`src/rtl/icc_pkg.sv`:
```
package icc_pkg;

   // Decoded single-cycle actions on the cause and mask state
   typedef struct packed {
      logic cause_rd;   // read of cause register (clears it)
      logic cause_clr;  // write-one-to-clear on cause register
      logic cause_set;  // OR into cause bits
      logic mask_set;   // OR into mask
      logic mask_clr;   // clear bits of mask
   } icc_strobe_t;

endpackage

```
`src/rtl/icc_bus_decode.sv`:
```
module icc_bus_decode
   import icc_pkg::*;
#(
   parameter int DATA_W = 32
) (
   input  logic              wr_en,
   input  logic              rd_en,
   input  logic              sel_cause,
   input  logic              sel_cset,
   input  logic              sel_mset,
   input  logic              sel_mclr,
   input  logic [DATA_W-1:0] cause_word,
   input  logic [DATA_W-1:0] mask_word,
   output icc_strobe_t       stb,
   output logic [DATA_W-1:0] rdata
);

   always_comb begin
      stb.cause_rd  = rd_en & sel_cause;
      stb.cause_clr = wr_en & sel_cause;
      stb.cause_set = wr_en & sel_cset;
      stb.mask_set  = wr_en & sel_mset;
      stb.mask_clr  = wr_en & sel_mclr;
   end

   // Set/clear-only registers return zero; mask readable through its set address
   always_comb begin
      rdata = '0;
      if (rd_en) begin
         if (sel_cause)     rdata = cause_word;
         else if (sel_mset) rdata = mask_word;
      end
   end

endmodule

```
`src/rtl/icc_event_front.sv`:
```
module icc_event_front #(
   parameter int EVT_W     = 8,
   parameter int CAUSE_W   = 31,
   parameter bit EVENT_REG = 1'b0
) (
   input  logic               clk,
   input  logic               rst,
   input  logic [EVT_W-1:0]   evt,
   output logic [CAUSE_W-1:0] evt_vec
);

   logic [EVT_W-1:0] evt_s;

   generate
      if (EVENT_REG) begin : g_staged
         always_ff @(posedge clk) begin
            if (rst) evt_s <= '0;
            else     evt_s <= evt;
         end
      end else begin : g_direct
         assign evt_s = evt;
      end
   endgenerate

   generate
      for (genvar i = 0; i < CAUSE_W; i++) begin : g_map
         if (i < EVT_W) begin : g_src
            assign evt_vec[i] = evt_s[i];
         end else begin : g_zero
            assign evt_vec[i] = 1'b0;
         end
      end
   endgenerate

endmodule

```
`src/rtl/icc_cause_store.sv`:
```
module icc_cause_store
   import icc_pkg::*;
#(
   parameter int CAUSE_W = 31
) (
   input  logic               clk,
   input  logic               rst,
   input  icc_strobe_t        stb,
   input  logic [CAUSE_W-1:0] wbits,
   input  logic [CAUSE_W-1:0] evt_vec,
   output logic [CAUSE_W-1:0] bits,
   output logic               summary
);

   logic [CAUSE_W-1:0] nxt;

   // Order: read-clear, then write-one-clear, then set, then events win
   always_comb begin
      nxt = bits;
      if (stb.cause_rd)  nxt = '0;
      if (stb.cause_clr) nxt = nxt & ~wbits;
      if (stb.cause_set) nxt = nxt | wbits;
      nxt = nxt | evt_vec;
   end

   always_ff @(posedge clk) begin
      if (rst) bits <= '0;
      else     bits <= nxt;
   end

   assign summary = |bits;

   p_set_or_r3: assert property (@(posedge clk) disable iff (rst)
      stb.cause_set |=> ((bits & $past(wbits)) == $past(wbits)));

   p_w1c_r4: assert property (@(posedge clk) disable iff (rst)
      (stb.cause_clr && !stb.cause_set) |=>
         ((bits & $past(wbits) & ~$past(evt_vec)) == '0));

   p_read_clears_r5: assert property (@(posedge clk) disable iff (rst)
      (stb.cause_rd && !stb.cause_set && evt_vec == '0) |=> (bits == '0));

   p_event_kept_r6: assert property (@(posedge clk) disable iff (rst)
      (evt_vec != '0) |=> ((bits & $past(evt_vec)) == $past(evt_vec)));

   p_cause_hold_r11: assert property (@(posedge clk) disable iff (rst)
      (!stb.cause_rd && !stb.cause_clr && !stb.cause_set && evt_vec == '0)
         |=> $stable(bits));

endmodule

```
`src/rtl/icc_mask_store.sv`:
```
module icc_mask_store
   import icc_pkg::*;
#(
   parameter int DATA_W = 32
) (
   input  logic              clk,
   input  logic              rst,
   input  icc_strobe_t       stb,
   input  logic [DATA_W-1:0] wdata,
   output logic [DATA_W-1:0] mask
);

   logic [DATA_W-1:0] set_v;
   logic [DATA_W-1:0] clr_v;

   assign set_v = stb.mask_set ? wdata : '0;
   assign clr_v = stb.mask_clr ? wdata : '0;

   always_ff @(posedge clk) begin
      if (rst) mask <= '0;
      else     mask <= (mask | set_v) & ~clr_v;
   end

   p_mask_set_r8: assert property (@(posedge clk) disable iff (rst)
      (stb.mask_set && !stb.mask_clr) |=> ((mask & $past(wdata)) == $past(wdata)));

   p_mask_clr_r8: assert property (@(posedge clk) disable iff (rst)
      stb.mask_clr |=> ((mask & $past(wdata)) == '0));

   p_mask_hold_r11: assert property (@(posedge clk) disable iff (rst)
      (!stb.mask_set && !stb.mask_clr) |=> $stable(mask));

endmodule

```
`src/rtl/irq_cause_ctrl.sv`:
```
module irq_cause_ctrl
   import icc_pkg::*;
#(
   parameter int DATA_W    = 32,
   parameter int EVT_W     = 8,
   parameter bit EVENT_REG = 1'b0
) (
   input  logic              clk,
   input  logic              rst,
   input  logic              wr_en,
   input  logic              rd_en,
   input  logic              sel_cause,
   input  logic              sel_cset,
   input  logic              sel_mset,
   input  logic              sel_mclr,
   input  logic [DATA_W-1:0] wdata,
   output logic [DATA_W-1:0] rdata,
   input  logic [EVT_W-1:0]  evt,
   output logic              irq
);

   localparam int CAUSE_W = DATA_W - 1;

   generate
      if (DATA_W < 2) begin : g_bad_width
         $error("DATA_W must leave room for the summary bit");
      end
      if (EVT_W < 1 || EVT_W > CAUSE_W) begin : g_bad_evt
         $error("EVT_W must be between 1 and DATA_W-1");
      end
   endgenerate

   icc_strobe_t        stb;
   logic [CAUSE_W-1:0] evt_vec;
   logic [CAUSE_W-1:0] cause_bits;
   logic               summary;
   logic [DATA_W-1:0]  cause_word;
   logic [DATA_W-1:0]  mask_word;

   icc_bus_decode #(.DATA_W(DATA_W)) u_dec (
      .wr_en      (wr_en),
      .rd_en      (rd_en),
      .sel_cause  (sel_cause),
      .sel_cset   (sel_cset),
      .sel_mset   (sel_mset),
      .sel_mclr   (sel_mclr),
      .cause_word (cause_word),
      .mask_word  (mask_word),
      .stb        (stb),
      .rdata      (rdata)
   );

   icc_event_front #(.EVT_W(EVT_W), .CAUSE_W(CAUSE_W), .EVENT_REG(EVENT_REG)) u_evt (
      .clk     (clk),
      .rst     (rst),
      .evt     (evt),
      .evt_vec (evt_vec)
   );

   icc_cause_store #(.CAUSE_W(CAUSE_W)) u_cause (
      .clk     (clk),
      .rst     (rst),
      .stb     (stb),
      .wbits   (wdata[CAUSE_W-1:0]),
      .evt_vec (evt_vec),
      .bits    (cause_bits),
      .summary (summary)
   );

   icc_mask_store #(.DATA_W(DATA_W)) u_mask (
      .clk   (clk),
      .rst   (rst),
      .stb   (stb),
      .wdata (wdata),
      .mask  (mask_word)
   );

   assign cause_word = {summary, cause_bits};
   assign irq        = |(mask_word & cause_word);

   p_reset_quiet_r1: assert property (@(posedge clk) disable iff (rst)
      $past(rst) |-> (!irq && rdata == '0 || rd_en));

   p_summary_r7: assert property (@(posedge clk) disable iff (rst)
      (rd_en && sel_cause && rdata[CAUSE_W-1:0] != '0) |-> rdata[DATA_W-1]);

   p_irq_needs_mask_r10: assert property (@(posedge clk) disable iff (rst)
      (mask_word == '0) |-> !irq);

   p_irq_needs_cause_r10: assert property (@(posedge clk) disable iff (rst)
      (cause_bits == '0) |-> !irq);

endmodule

```
`config.mk`:
```
export PLATFORM = sky130hd
export DESIGN_NAME = irq_cause_ctrl
export DESIGN_NICKNAME = d
export VERILOG_FILES = /design/src/rtl/icc_pkg.sv /design/src/rtl/icc_bus_decode.sv /design/src/rtl/icc_event_front.sv /design/src/rtl/icc_cause_store.sv /design/src/rtl/icc_mask_store.sv /design/src/rtl/irq_cause_ctrl.sv
export SDC_FILE = /design/constraint.sdc
export NUM_CORES = 1
export LEC_CHECK = 0
export ABC_AREA = 1
export ABC_CLOCK_PERIOD_IN_PS = 2150
export BUFFER_PORTS_ARGS = -buffer_cell sky130_fd_sc_hd__clkbuf_2
export CORE_ASPECT_RATIO = 1.4
export CORE_UTILIZATION = 59
export CTS_BUF_LIST = sky130_fd_sc_hd__clkbuf_4 sky130_fd_sc_hd__clkbuf_8
export CTS_CLUSTER_DIAMETER = 120
export DETAILED_ROUTE_END_ITERATION = 8
export HOLD_SLACK_MARGIN = 0.15
export PLACE_DENSITY_LB_ADDON = 0.25
export SETUP_SLACK_MARGIN = 0.2
export SLEW_MARGIN = 20
export SYNTH_ARGS = -nofsm -noshare
export SYNTH_HDL_FRONTEND = slang
export SYNTH_SLANG_ARGS = --single-unit
```
`constraint.sdc`:
```
create_clock -name clk -period 2.15 [get_ports clk]
set_input_delay 0.5375 -clock clk [delete_from_list [all_inputs] [get_ports clk]]
set_output_delay 0.5375 -clock clk [all_outputs]
set_load 0.03 [all_outputs]
```
==> results.cfg, run 1 <==
[timing]
setup-violations-final = 0
rsz0062_at_grt = yes
finalCritPeriodShare_pct = 95.2
fmax_mhz = 488
period_needed_ns = 2.05
tns_ns = 0
clock_skew_ns = 0
worst_pin_slew_ns = 0.395
slew_headroom_pct = 73.6
fin_ws_ns = 0.102
hold_ws_ns = 0.411
finalMaxSlewViolations = 0
hold_viol = 0

[drt]
vias = 3798
routed_via_density = 6.21
drtIter0Drc = 457
drcViolationCount = 0
postRouteAntennaNets = 0
totalWireLength_mm = 10.8
dr.pass1.iters = 6
wire_per_inst_um = 17.7

[power_and_ir_drop]
peakVddDrop_v = 0.000395
p_comb_share_pct = 18.6
pwr-share-seq_pct = 44.7
leakage_nw = 2.04
sw_frac_of_total_pct = 29.7
finalPower_w = 0.00289
p_int_w = 0.00203
p_per_area_nw_per_um2 = 670
clockPowerShare_pct = 36.7
p_sw_w = 0.000857

[outcome]
status = complete, no violations

[worst_setup_path]
cp_top_family = simple AND/OR/NAND/NOR gates
timing.rr.start = u_cause.bits[12]$_SDFF_PP0_
crit_fanout = 4
cp-end-kind = output port
crit_top_cell = nand2_1
path_buf_inv = 2
worstPathRequired_ns = 1.61
crit_type = flop to output port
critPathArrivalTime_ns = 1.51
cp-startpoint = u_cause.bits[12]$_SDFF_PP0_
r2r_slack_ns = 1.32
startpoint_type = flop
crit_chain = nand2_1 -> nand2_1 -> inv_1 -> nand2_1 -> nor2_1 -> nand2_1 -> nor2_1 -> nand2_1 -> buf_8
crit_slowest_cell = dfxtp_1
slowest_delay_ns = 0.37

[clock_tree]
cts_num_sinks = 63
htree_levels = 3
holdBufCountCts = 0
clk_pin_slew_ns = 0.07
clockBufferDepth = 2
cts_inserted_buffers = 9
clock_latency_ns = 0.35
root_buffer = clkbuf_8
tritoncts = done

[synthesis]
synthCells = 466
synth_area_leaders = dfxtp_1 39%, nand2_1 11%, nor2_1 10%
syn_nets = 514
synthDominantCellAreaShare_pct = 38.9
yosysUniqueCellTypes = 14
seq_area_frac_synth_pct = 38.9
netlist_area_um2 = 3240
async_flop_share_pct = 0
synthFlopType = dfxtp_1
yosysWarnings = 0
synth-seq-cells = 63
synth_top_area_cell = dfxtp_1
syn_avg_cell_area_um2 = 6.96
synth_edf_count = 0

[finish]
final_layout_size_suffix_gt1_share_pct = 31.0
seq_area_um2 = 1290
fillers = 326
final_util_pct = 82.3
syn2layout_area_growth_pct = 32.9
multiInputGateArea_um2 = 1720
layout.cells.most_common = nand2_1
final_cell_mix = 86 x nand2_1, 78 x nor2_1, 52 x inv_1, 45 x clkbuf_2, 43 x dfxtp_1
antenna_cells = 0
nets = 589

[floorplan]
fp.dieH_um = 89.7
start_util_pct = 62.0
ios = 81
dieArea_um2 = 5800
fp.coreArea_um2 = 5240
die_x_um = 64.7
rows = 31

[placement]
globalplace.congestion = 0.815
place_ws_ns = 0.183
hpwl_mm = 5.84
io_buffer_count = 80

[global_routing]
grt_overflow_total = 0
grt_pass1_wl_mm = 15.8
grt_use_total_pct = 34.6
grt_pass1_vias = 3541
grt_max_degree = 64
antenna_found_initial = 0

[hold_path]
hold_class = input port to flop
holdCritStartpoint = evt[1]

[run]
maxCapViolCount = 0
-- power by group through the flow --
| stage | combinational (W) | sequential (W) | clock (W) |
|---|---|---|---|
| 6_report | 0.000537 | 0.00129 | 0.00106 |
| 5_1_grt | 0.000574 | 0.00130 | 0.00110 |
| 4_1_cts | 0.000456 | 0.00128 | 0.00105 |
| 3_5_place_dp | 0.000437 | 0.00131 | 0 |
| 3_3_place_gp | 0.000425 | 0.00130 | 0 |
| 2_1_floorplan | 0.000294 | 0.00129 | 0 |
-- cell usage after synthesis (all sizes together) (8+ instances only) --
cell,number
nand2,96
nor2,89
dfxtp,63
inv,54
o22ai,32
o211ai,31
a32o,30
a21oi,23
buf,20
clkbuf,12
a31oi,8
-- through the flow --
step / instances / area [um^2]
floorplan: 466 / 3240
global placement: 590 / 3710
detailed placement: 590 / 3710
CTS: 607 / 3960
global route: 612 / 4310
finish: 612 / 4310
-- worst register-to-register path, stage by stage, from the launching register on --
cell,delay [ns]
dfxtp_1,0.44
o211ai_1,0.13
a21oi_1,0.19
-- cells by family (layout without fill, tap and decap cells) --
group	Yosys count	in the layout	synth area share, %
AND/OR/NAND/NOR	190	190	22.3
flip-flops	63	63	38.9
AO/OA/AOI/OAI	127	127	28.2
buffers and inverters	86	166	10.7
-- state kept, by name, summed over array words and instances (netlist names) --
register / flops
u_cause.bits: 31
u_mask.mask: 32
-- timing repair --
item	CTS	global route
pin swaps	7	21
buffers inserted	1	1
setup endpoints to repair	7	33
gates cloned	0	4
resized for setup	23	160
hold endpoints to repair	0	0
-- metal layers --
| layer | routed length, um | part of all wire [%] | vias up | track usage (%) |
|---|---|---|---|---|
| li1 | - | - | 1745 | - |
| met1 | 4030 | 37 | 1743 | 42.1 |
| met5 | 0 | 0 | - | 0 |
| met4 | 472 | 4.4 | 0 | 19.1 |
| met3 | 1080 | 9.9 | 46 | 5.08 |
| met2 | 5250 | 48 | 264 | 57.3 |
-- final cells by class --
| class | count | area share (%) |
|---|---|---|
| flip-flops and latches | 63 | 30.0 |
| multi-input cells | 317 | 39.9 |
| clock buffers | 12 | 3.54 |
| inverters | 54 | 4.76 |
| clock inverters | 4 | 1.04 |
| repair buffers | 96 | 18.8 |
| well taps | 66 | 1.92 |
-- path summary, 6_finish.rpt --
path | depth (start not counted) | end
setup / recovery | 9 | irq
hold / removal | 3 | u_cause.bits[1]$_SDFF_PP0_
setup reg to reg | 2 | u_cause.bits[12]$_SDFF_PP0_
hold reg to reg | 2 | u_cause.bits[28]$_SDFF_PP0_
(Power assumes the default switching activity.)
==> run 2: changes to the inputs <==
- CELL_PAD_IN_SITES_DETAIL_PLACEMENT: default -> 2
- CELL_PAD_IN_SITES_GLOBAL_PLACEMENT: default -> 2
- CORE_UTILIZATION: 59 -> 32
- GPL_ROUTABILITY_DRIVEN: default -> 0
==> results.cfg, run 2 (synthesis results as in run 1) <==
[outcome]
status = finished, violations left
violations = setup timing

[global_routing]
grt_pass1_wl_mm = 21.5
grt_pass1_vias = 4088
grt_max_degree = 64
grt_overflow_total = 0
grt_use_total_pct = 27.1
antenna_found_initial = 0

[finish]
regMostFlops = u_mask.mask
fillers = 1170
seq_area_um2 = 1320
final_cell_mix = 76 x nand2_1, 71 x nor2_1, 51 x inv_1, 45 x clkbuf_2, 36 x dfxtp_1
reg_top3 = u_mask.mask: 32 flops, u_cause.bits: 31 flops
layout.cells.most_common = nand2_1
antenna_cells = 0
syn2layout_area_growth_pct = 45.0
final_cells = 693
largest_reg_flops = 32
final_layout_size_suffix_gt1_share_pct = 37.8
nets = 601
multiInputGateArea_um2 = 1820

[placement]
hpwl_mm = 8.58
io_buffer_count = 80
dp.cells = 662

[clock_tree]
clk_pin_slew_ns = 0.08
holdBufCountCts = 0
htree_levels = 3
clock_latency_ns = 0.36
cts_inserted_buffers = 9
tritoncts = done
root_buffer = clkbuf_8
clockBufferDepth = 2
cts_num_sinks = 63

[hold_path]
hold_class = input port to flop
hold_depth = 3

[timing]
slew_headroom_pct = 70.8
hold_viol = 0
fin_ws_ns = -0.0558
rsz0062_at_grt = yes
finalCritPeriodShare_pct = 103
finalMaxSlewViolations = 0
fmax_mhz = 453
clock_skew_ns = 0
worst_pin_slew_ns = 0.438
period_needed_ns = 2.21
setup-violations-final = 1

[worst_setup_path]
startpoint_type = flop
cp-end-kind = output port
worst_r2r_path_depth = 4
worstPathRequired_ns = 1.61
crit_type = flop to output port
critPathArrivalTime_ns = 1.67
r2r_slack_ns = 1.23
crit_fanout = 4

[floorplan]
dieArea_um2 = 10600
ios = 81
die_x_um = 87.1
fp.dieH_um = 121
rows = 43
fp.coreArea_um2 = 9900
start_util_pct = 32.8

[power_and_ir_drop]
peakVddDrop_v = 0.000465
finalPower_w = 0.00292
p_per_area_nw_per_um2 = 620
leakage_nw = 2.19

[drt]
drcViolationCount = 0
totalWireLength_mm = 15.5
postRouteAntennaNets = 0
routed_via_density = 5.54
dr.pass1.iters = 5
vias = 3836
wire_per_inst_um = 22.4
drtIter0Drc = 133

[run]
maxCapViolCount = 0
==> run 2: changes by cell type in the layout (fill, tap and decap cells not counted), sizes merged <==
cell    change
clkinv      +1
buf        +11
clkbuf      +1
bufinv      -1
==> run 2: timing repair <==
item	CTS	global route
setup endpoints to repair	33	33
gates resized for setup	67	171
cloned	1	3
pin swaps	23	28
setup buffers	4	7
==> run 2: routing by layer <==
metal,up-vias,wire length (um),GRT usage [%]
met5,-,0,0
met4,0,383,10.8
met3,25,531,4.29
met2,101,8370,48.3
met1,1940,6200,31.9
li1,1770,-,-
==> run 2: metrics by stage <==
step	hold WS [ns]	setup TNS, ns	utilization [%]	instance area [um^2]	setup WS, ns
floorplan	0.489	0	-	3240	0.264
global placement	0.510	0	38.6	3820	0.107
detailed placement	0.534	-0.0114	38.6	3820	-0.0114
CTS	0.399	0	42.7	4230	0.0446
global route	0.414	-0.138	47.5	4700	-0.131
finish	0.413	-0.0558	47.5	4700	-0.0558
==> run 2: report_power, final <==
part | internal, W | switching [W] | total, W
registers | 0.00122 | 0.0000758 | 0.00130
logic | 0.000252 | 0.000376 | 0.000629
clock network | 0.000487 | 0.000500 | 0.000987
==> run 2: path summary, 6_finish.rpt <==
kind	start	end
max	u_cause.bits[7]$_SDFF_PP0_	irq
min	evt[4]	u_cause.bits[4]$_SDFF_PP0_
max reg2reg	u_cause.bits[25]$_SDFF_PP0_	u_cause.bits[25]$_SDFF_PP0_
min reg2reg	u_cause.bits[21]$_SDFF_PP0_	u_cause.bits[21]$_SDFF_PP0_
==> run 2: layout make-up <==
type | instances | share of cell area [%]
Clock buffer | 12 | 3.38
Inverter | 54 | 4.47
Timing Repair Buffer | 108 | 21.4
Tap cell | 135 | 3.59
Sequential cell | 63 | 28.1
Multi-Input combinational cell | 317 | 38.7
Clock inverter | 4 | 0.426
==> run 2: worst max-delay path, stage by stage, from the launching register on <==
cell and delay (ns):
dfxtp_4 0.37, nand2_2 0.08, nand2_2 0.07, inv_1 0.06, nand2_1 0.05, nor2_1 0.17, nand2_1 0.10, nor2_1 0.17
nand2_2 0.09, buf_8 0.14
